**config.mk**
```make
export PLATFORM = sky130hd
export DESIGN_NAME = pin_bank_irq
export DESIGN_NICKNAME = d
export VERILOG_FILES = /design/src/rtl/pbk_pkg.sv /design/src/rtl/pbk_sync.sv /design/src/rtl/pbk_port.sv /design/src/rtl/pin_bank_irq.sv
export SDC_FILE = /design/constraint.sdc
export NUM_CORES = 1
export LEC_CHECK = 0
export BUFFER_PORTS_ARGS = -buffer_cell sky130_fd_sc_hd__buf_2
export CAP_MARGIN = 20
export CORE_ASPECT_RATIO = 0.5
export CORE_UTILIZATION = 55
export DETAILED_ROUTE_END_ITERATION = 7
export PLACE_DENSITY = 0.78
export SKIP_CTS_REPAIR_TIMING = 1
export SYNTH_ARGS = -nofsm -noshare
export SYNTH_HDL_FRONTEND = slang
export SYNTH_HIERARCHICAL = 1
export SYNTH_SLANG_ARGS = --single-unit
```
**constraint.sdc**
```tcl
create_clock -name clk -period 2.55 [get_ports clk]
set_input_delay 0.255 -clock clk [delete_from_list [all_inputs] [get_ports clk]]
set_output_delay 0.255 -clock clk [all_outputs]
set_load 0.01 [all_outputs]
```
**src/rtl/pbk_pkg.sv**
```systemverilog
package pbk_pkg;

    localparam int PORT_CNT     = 4;
    localparam int PIN_PER_PORT = 8;
    localparam int PIN_CNT      = PORT_CNT * PIN_PER_PORT;
    localparam int MAP_SPAN     = 256;

    typedef enum logic [2:0] {
        GRP_CFG = 3'd0,
        GRP_OE  = 3'd1,
        GRP_OUT = 3'd2,
        GRP_IN  = 3'd3,
        GRP_STA = 3'd4,
        GRP_IEN = 3'd5,
        GRP_LVL = 3'd6,
        GRP_CLR = 3'd7
    } grp_e;

    // Trigger type of one port: most significant byte first.
    typedef struct packed {
        logic [PIN_PER_PORT-1:0] both;
        logic [PIN_PER_PORT-1:0] edg;
        logic [PIN_PER_PORT-1:0] pol;
    } lvl_t;

    typedef struct packed {
        logic       mapped;
        logic       is_alias;
        grp_e       grp;
        logic [1:0] port;
    } dec_t;

    function automatic dec_t decode_addr(input logic [31:0] a);
        dec_t d;
        d.is_alias = a[7];
        d.grp      = grp_e'(a[6:4]);
        d.port     = a[3:2];
        d.mapped   = (a[31:8] == 24'd0) &&
                     !(a[7] && (d.grp == GRP_IN || d.grp == GRP_CLR));
        return d;
    endfunction

    // Upper byte selects pins, lower byte carries their values.
    function automatic logic [7:0] merge_masked(input logic [7:0] old,
                                                input logic [15:0] w);
        return (old & ~w[15:8]) | (w[7:0] & w[15:8]);
    endfunction

    function automatic logic pin_event(input logic pol, input logic edg,
                                       input logic both, input logic cur,
                                       input logic prv);
        if (!edg) return cur == pol;
        if (both) return cur != prv;
        if (pol)  return cur & ~prv;
        return ~cur & prv;
    endfunction

endpackage

```
**src/rtl/pbk_sync.sv**
```systemverilog
module pbk_sync #(
    parameter int W = 32
) (
    input  logic         clk,
    input  logic         rst,
    input  logic [W-1:0] pad,
    output logic [W-1:0] cur,
    output logic [W-1:0] prv
);
    logic [W-1:0] meta_q;
    logic [W-1:0] stab_q;
    logic [W-1:0] old_q;

    always_ff @(posedge clk) begin
        if (rst) begin
            meta_q <= '0;
            stab_q <= '0;
            old_q  <= '0;
        end else begin
            meta_q <= pad;
            stab_q <= meta_q;
            old_q  <= stab_q;
        end
    end

    assign cur = stab_q;
    assign prv = old_q;
endmodule

```
**src/rtl/pbk_port.sv**
```systemverilog
module pbk_port
    import pbk_pkg::*;
(
    input  logic                    clk,
    input  logic                    rst,
    input  logic                    wr_en,
    input  logic                    is_alias,
    input  grp_e                    grp,
    input  logic [23:0]             wdata,
    input  logic [PIN_PER_PORT-1:0] cur,
    input  logic [PIN_PER_PORT-1:0] prv,
    output logic [PIN_PER_PORT-1:0] cfg,
    output logic [PIN_PER_PORT-1:0] oe,
    output logic [PIN_PER_PORT-1:0] dout,
    output logic [PIN_PER_PORT-1:0] ien,
    output logic [PIN_PER_PORT-1:0] sta,
    output logic [PIN_PER_PORT-1:0] hit,
    output lvl_t                    lvl
);
    logic [PIN_PER_PORT-1:0] sta_nx;

    function automatic logic [7:0] wnext(input logic [7:0] old);
        return is_alias ? merge_masked(old, wdata[15:0]) : wdata[7:0];
    endfunction

    for (genvar b = 0; b < PIN_PER_PORT; b++) begin : g_pin
        assign hit[b] = pin_event(lvl.pol[b], lvl.edg[b], lvl.both[b],
                                  cur[b], prv[b]);
    end

    always_comb begin
        sta_nx = sta;
        if (wr_en && grp == GRP_STA)
            sta_nx = wnext(sta);
        if (wr_en && grp == GRP_CLR && !is_alias)
            sta_nx = sta_nx & ~wdata[7:0];
        sta_nx = sta_nx | hit;
    end

    always_ff @(posedge clk) begin
        if (rst) begin
            cfg  <= '0;
            oe   <= '0;
            dout <= '0;
            ien  <= '0;
            sta  <= '0;
            lvl  <= '0;
        end else begin
            if (wr_en && grp == GRP_CFG) cfg  <= wnext(cfg);
            if (wr_en && grp == GRP_OE)  oe   <= wnext(oe);
            if (wr_en && grp == GRP_OUT) dout <= wnext(dout);
            if (wr_en && grp == GRP_IEN) ien  <= wnext(ien);
            if (wr_en && grp == GRP_LVL) begin
                if (is_alias) lvl.pol <= wnext(lvl.pol);
                else          lvl     <= lvl_t'(wdata);
            end
            sta <= sta_nx;
        end
    end
endmodule

```
**src/rtl/pin_bank_irq.sv**
```systemverilog
module pin_bank_irq
    import pbk_pkg::*;
#(
    parameter int ADDR_W = 12,
    parameter int DATA_W = 32
) (
    input  logic              clk,
    input  logic              rst,
    input  logic [ADDR_W-1:0] bus_addr,
    input  logic [DATA_W-1:0] bus_wdata,
    input  logic              bus_we,
    output logic [DATA_W-1:0] bus_rdata,
    input  logic [31:0]       pad_in,
    output logic [31:0]       pad_out,
    output logic [31:0]       pad_oe,
    output logic              bank_irq
);
    localparam int PB = PIN_PER_PORT;

    dec_t              dec;
    logic [PIN_CNT-1:0] cur_all;
    logic [PIN_CNT-1:0] prv_all;
    logic [PIN_CNT-1:0] sta_all;
    logic [PIN_CNT-1:0] ien_all;
    logic [PIN_CNT-1:0] hit_all;
    logic [PB-1:0]     cfg_a [PORT_CNT];
    logic [PB-1:0]     oe_a  [PORT_CNT];
    logic [PB-1:0]     out_a [PORT_CNT];
    lvl_t              lvl_a [PORT_CNT];
    logic [DATA_W-1:0] rd_d;
    logic              unused_wdata;

    assign dec          = decode_addr(32'(bus_addr));
    assign unused_wdata = ^bus_wdata[DATA_W-1:24];

    pbk_sync #(.W(PIN_CNT)) u_sync (
        .clk (clk),
        .rst (rst),
        .pad (pad_in),
        .cur (cur_all),
        .prv (prv_all)
    );

    for (genvar p = 0; p < PORT_CNT; p++) begin : g_port
        logic wr_p;
        assign wr_p = bus_we && dec.mapped && (dec.port == 2'(p));

        pbk_port u_port (
            .clk      (clk),
            .rst      (rst),
            .wr_en    (wr_p),
            .is_alias (dec.is_alias),
            .grp      (dec.grp),
            .wdata    (bus_wdata[23:0]),
            .cur      (cur_all[p*PB +: PB]),
            .prv      (prv_all[p*PB +: PB]),
            .cfg      (cfg_a[p]),
            .oe       (oe_a[p]),
            .dout     (out_a[p]),
            .ien      (ien_all[p*PB +: PB]),
            .sta      (sta_all[p*PB +: PB]),
            .hit      (hit_all[p*PB +: PB]),
            .lvl      (lvl_a[p])
        );

        assign pad_oe[p*PB +: PB]  = cfg_a[p] & oe_a[p];
        assign pad_out[p*PB +: PB] = out_a[p];
    end

    always_comb begin
        rd_d = '0;
        if (dec.mapped) begin
            case (dec.grp)
                GRP_CFG: rd_d[7:0]  = cfg_a[dec.port];
                GRP_OE:  rd_d[7:0]  = oe_a[dec.port];
                GRP_OUT: rd_d[7:0]  = out_a[dec.port];
                GRP_IN:  rd_d[7:0]  = cur_all[{dec.port, 3'b000} +: PB];
                GRP_STA: rd_d[7:0]  = sta_all[{dec.port, 3'b000} +: PB];
                GRP_IEN: rd_d[7:0]  = ien_all[{dec.port, 3'b000} +: PB];
                GRP_LVL: rd_d[23:0] = lvl_a[dec.port];
                default: rd_d       = '0;
            endcase
        end
    end

    assign bus_rdata = rd_d;
    assign bank_irq  = |(sta_all & ien_all);
endmodule

```
---- Word-level counts from Yosys, hierarchy flattened ----
Cells that the tools add are included.
W data, S select, Z words.
word-level totals
  register bits ........................... 352
  input port bits ......................... 79
  output and inout port bits .............. 97
cells by class
  order comparisons ....................... 1
  equality and inequality tests ........... 74
  shift-type cells ........................ 3
  muxes and demuxes ....................... 399
  bitwise operators ....................... 194
  reduce and logical (&&, ||, !) cells .... 50
operator list
  cell                  count
  $mux W1               352
  $mux W8               38
  $and A8 B8 Y8         33
  $or A8 B8 Y8          28
  $shiftx A32 B6 Y8     3
  $mux W24              3
  $not A1 Y1            65
  $and A1 B1 Y1         64
  $pmux W8 S7           1
  $bmux W24 S2          1
  $bmux W8 S2           3
  $logic_and A1 B1 Y1   39
  $and A32 B32 Y32      1
  $eq A1 B1 Y1          32
  $ne A1 B1 Y1          32
  $reduce_or A32 Y1     1
  $mux W16              1
  $not A8 Y8            2
  $eq A3 B3 Y1 const B  4
  $reduce_and A2 Y1     4
  $eq A3 B2 Y1 const B  2
  $eq A2 B2 Y1 const B  2
  $logic_not A4 Y1      1
  $eq A3 B1 Y1 const B  1
  7 further kinds       8

---- Depth between registers and ports, before layout ----
  depth in word-level cells ............... 12
  mapped depth ............................ 11
  gate-level depth less buffers ........... 7

---- Modules after synthesis ----
The synthesis kept the hierarchy.
modules (own cells, without submodules)
  module                           times used  cells an instance  area each (um2)  sequential area each (um2)
  pbk_port (g_port[1].u_port ...)  3           396                3,184.3          1,281.2
  pbk_port (g_port[0].u_port)      1           397                3,186.8          1,281.2
  pin_bank_irq                     1           376                3,090.5          0.0
  pbk_sync                         1           202                2,600.0          1,921.8

---- Worst setup path before layout ----
Ideal clock, no wire load.
  path kind ............................... input port to flip-flop
  start ................................... input port bus_addr[9]
  end ..................................... register g_port[1].u_port.sta[1]
  setup time .............................. 117 ps
  arrival time ............................ 2,237 ps
  required time ........................... 2,433 ps
  path slack .............................. 196 ps
  cell stages on the path ................. 8
  buffers on the path ..................... 1
  cell sequence ........................... nor4_1 nand3_1 nor3_1 and4bb_1 buf_2 nand2_1 mux2_1 a22o_1
between the ends
  cells in the longest elaborated chain, start to end .. 9
RTL lines
  what                                RTL line            RTL
  start, declared                     pin_bank_irq.sv:9   input logic [ADDR_W-1:0] bus_addr,
  $logic_not A4 Y1 *                  pbk_pkg.sv:38       d.mapped = (a[31:8] == 24'd0) &&
  $logic_and A1 B1 Y1 *               pbk_pkg.sv:38
  $logic_and A1 B1 Y1 * (2 in a row)  pin_bank_irq.sv:46  assign wr_p = bus_we && dec.mapped && (dec.port == 2'(p));
  named net g_port[1].wr_p            pin_bank_irq.sv:45  logic wr_p;
  $logic_and A1 B1 Y1                 pbk_port.sv:33      if (wr_en && grp == GRP_STA)
  $mux W8                             pbk_port.sv:33
  $and A8 B8 Y8                       pbk_port.sv:36      sta_nx = sta_nx & ~wdata[7:0];
  $mux W8 *                           pbk_port.sv:35      if (wr_en && grp == GRP_CLR && !is_alias)
  $or A8 B8 Y8 *                      pbk_port.sv:37      sta_nx = sta_nx | hit;
  end signal, assigned                pbk_port.sv:57      sta <= sta_nx;
  end, declared                       pbk_port.sv:16      output logic [PIN_PER_PORT-1:0] sta,
The timed path passes the listed nets; every way through them passes the cells marked *.
A chain may end at the register's enable or synchronous reset.

==> run summary <==
Worst Path Arrival: 2.34 ns
Power Density: 576 nW/um^2
Final-report hold violation count: 0
Max FO, Critical Path: 3
Clock Sinks: 352
Critical-path top delay cell: mux4_2
# diodes: 0
Clock Tree Root: clkbuf_16
Worst slew pin tran: 0.836 ns
Fin crit share: 1.02
Final std cells w/o fill: 2854
Maximum VDD drop: 0.397 mV
Core Util, Final: 0.677
Slew HR: 0.443
Syn Area/Cell: 8.53 um^2
Max-Cap Viols: 0
Routing usage on met2: 0.536
Delay-heaviest family, CP: multiplexers
CP startpoint kind: flop
Met3 GRT Util: 0.175
Grt ovf: 0
Final Setup Violations: 4
WL per Instance: 24.6 um
Critical Path Sink Type: output pin
RSZ-0062 raised after global routing: yes
Yosys warns: 6
Remaining DRCs: 7
Routability cong.: 1.03
H-tree level count: 2
Clk slew on worst S/H paths: 0.07 ns
Leak: 8.30 nW
Hold Crit Class: input pin to flop
Die W: 261 um
Drt via density: 6.38
Final ANT Viol Nets: 0
DP Area: 20200 um^2
Crit-path max cell delay: 0.52 ns
HPWL Detailed: 50.6 mm
DRT iter0 DRCs: 2700
GR Util All Layers: 0.396
Row count: 46
First-pass GRT wire length: 101 mm
Reg-to-Reg Start: u_sync/cur[23]
Worst Path Required: 2.30 ns
Cells after synthesis: 2160
Critical path cell sequence: mux2_4 > mux4_2 > o211ai_4 > a31oi_1 > buf_2
Starting density of the core: 0.570
GRT busiest layer: met1
WP buf/inv: 1
Final instance area: 21800 um^2
Hold_sp: bus_wdata[20]
Antenna violations before repair: 1
WS Path Type: flop to output pin
Failing checks: design-rule violations, negative setup slack
Nets: 2541
Skew-Pair Late Insertion Delay: 0.54 ns
Total CTS buffers: 34
Drt pass-1 iters: 8
Placed insts: 2762
Fmax: 386 MHz
Status: complete, but fails checks
Die footprint: 34300 um^2
Drt total wl: 70.2 mm
Met1 usage: 0.553
IO buf count: 157
Clk buf depth: 3
Top-level port count: 176
Vias in the first global route: 16081
Synth Cell Area: 18400 um^2
PnR worst setup slack: -0.0436 ns
Largest net degree at the start of global routing: 68
Synth-to-Final Area Change: 18.6%
Final Max Tran Viols: 0
Layout cells sized above 1: 0.161
Fillers: 2642
CTS tree: built
Die Height: 131 um
Total number of vias: 18215
Tmin final: 2.59 ns
Clk_skew: 0.0213 ns
Core box area: 32300 um^2
-- worst reg2reg max path: cells and delay by family (launching register included) --
kind            cells  cell delay [ns]
compound gates      3             0.73
flops               1             0.56
fa+ha+maj           1             0.20
simple gates        1             0.12
buf+inv             1             0.09
-- layout make-up --
| type | count | area (um^2) | share of cell area |
|---|---|---|---|
| sequential | 352 | 7050 | 0.323 |
| clock buffer | 47 | 1000 | 0.0459 |
| clock inverter | 13 | 226 | 0.0104 |
| timing repair buffer | 307 | 2150 | 0.0983 |
| tap | 432 | 541 | 0.0247 |
| inverter | 70 | 263 | 0.0120 |
| multi-input combinational | 1633 | 10600 | 0.486 |
-- per-layer routing --
metal  up-vias  share of wire
met5         -              0
met4         0          0.036
met3       165           0.16
met2      1293           0.40
met1      8573           0.40
li1       8184              -
-- metrics by stage --
step | hold slack, ns | setup TNS [ns] | power (W) | worst slack, ns
2_1_floorplan | 0.383 | 0 | 0.00642 | 0.196
3_3_place_gp | 0.416 | 0 | 0.00691 | 0.0743
3_5_place_dp | 0.422 | 0 | 0.00693 | 0.0432
4_1_cts | -0.0904 | -0.0905 | 0.0125 | -0.0776
5_1_grt | 0.0101 | -0.174 | 0.0129 | -0.0939
6_report | 0.0158 | -0.0729 | 0.0126 | -0.0436
-- final timing paths --
check	endpoint	slack, ns	depth (start not counted)
worst min register to register	u_sync/cur[18]	0.44	1
worst max register to register	g_port[2].u_port/sta[7]	0.74	6
worst min-delay path	g_port[2].u_port/lvl[20]	0.02	3
worst max-delay path	bus_rdata[2]	-0.04	5
-- power breakdown --
group          leakage [nW]  switching, W  internal, W  total, W
registers              2.86      0.000109      0.00560   0.00571
clock network         0.605       0.00228      0.00338   0.00566
logic                  4.83      0.000758     0.000455   0.00121
-- cells in the final DEF, fill, tap and decap left out, types with 10 or more instances in the layout --
master	n
mux4_2	22
o21ai_0	228
nand2_1	174
a22o_1	31
mux2_1	28
xor2_1	32
nor2b_1	178
and2b_1	16
inv_1	70
buf_4	109
buf_2	153
dlygate4sd3_1	32
mux2_4	10
dfxtp_1	350
o22ai_1	62
a21oi_1	258
and2_1	32
clkbuf_16	37
nor3_1	10
a211oi_1	39
ha_1	64
a22oi_1	12
nand2b_1	50
nand3_1	169
nor2_1	48
mux2i_1	81
buf_12	11
(Power assumes the default switching activity.)
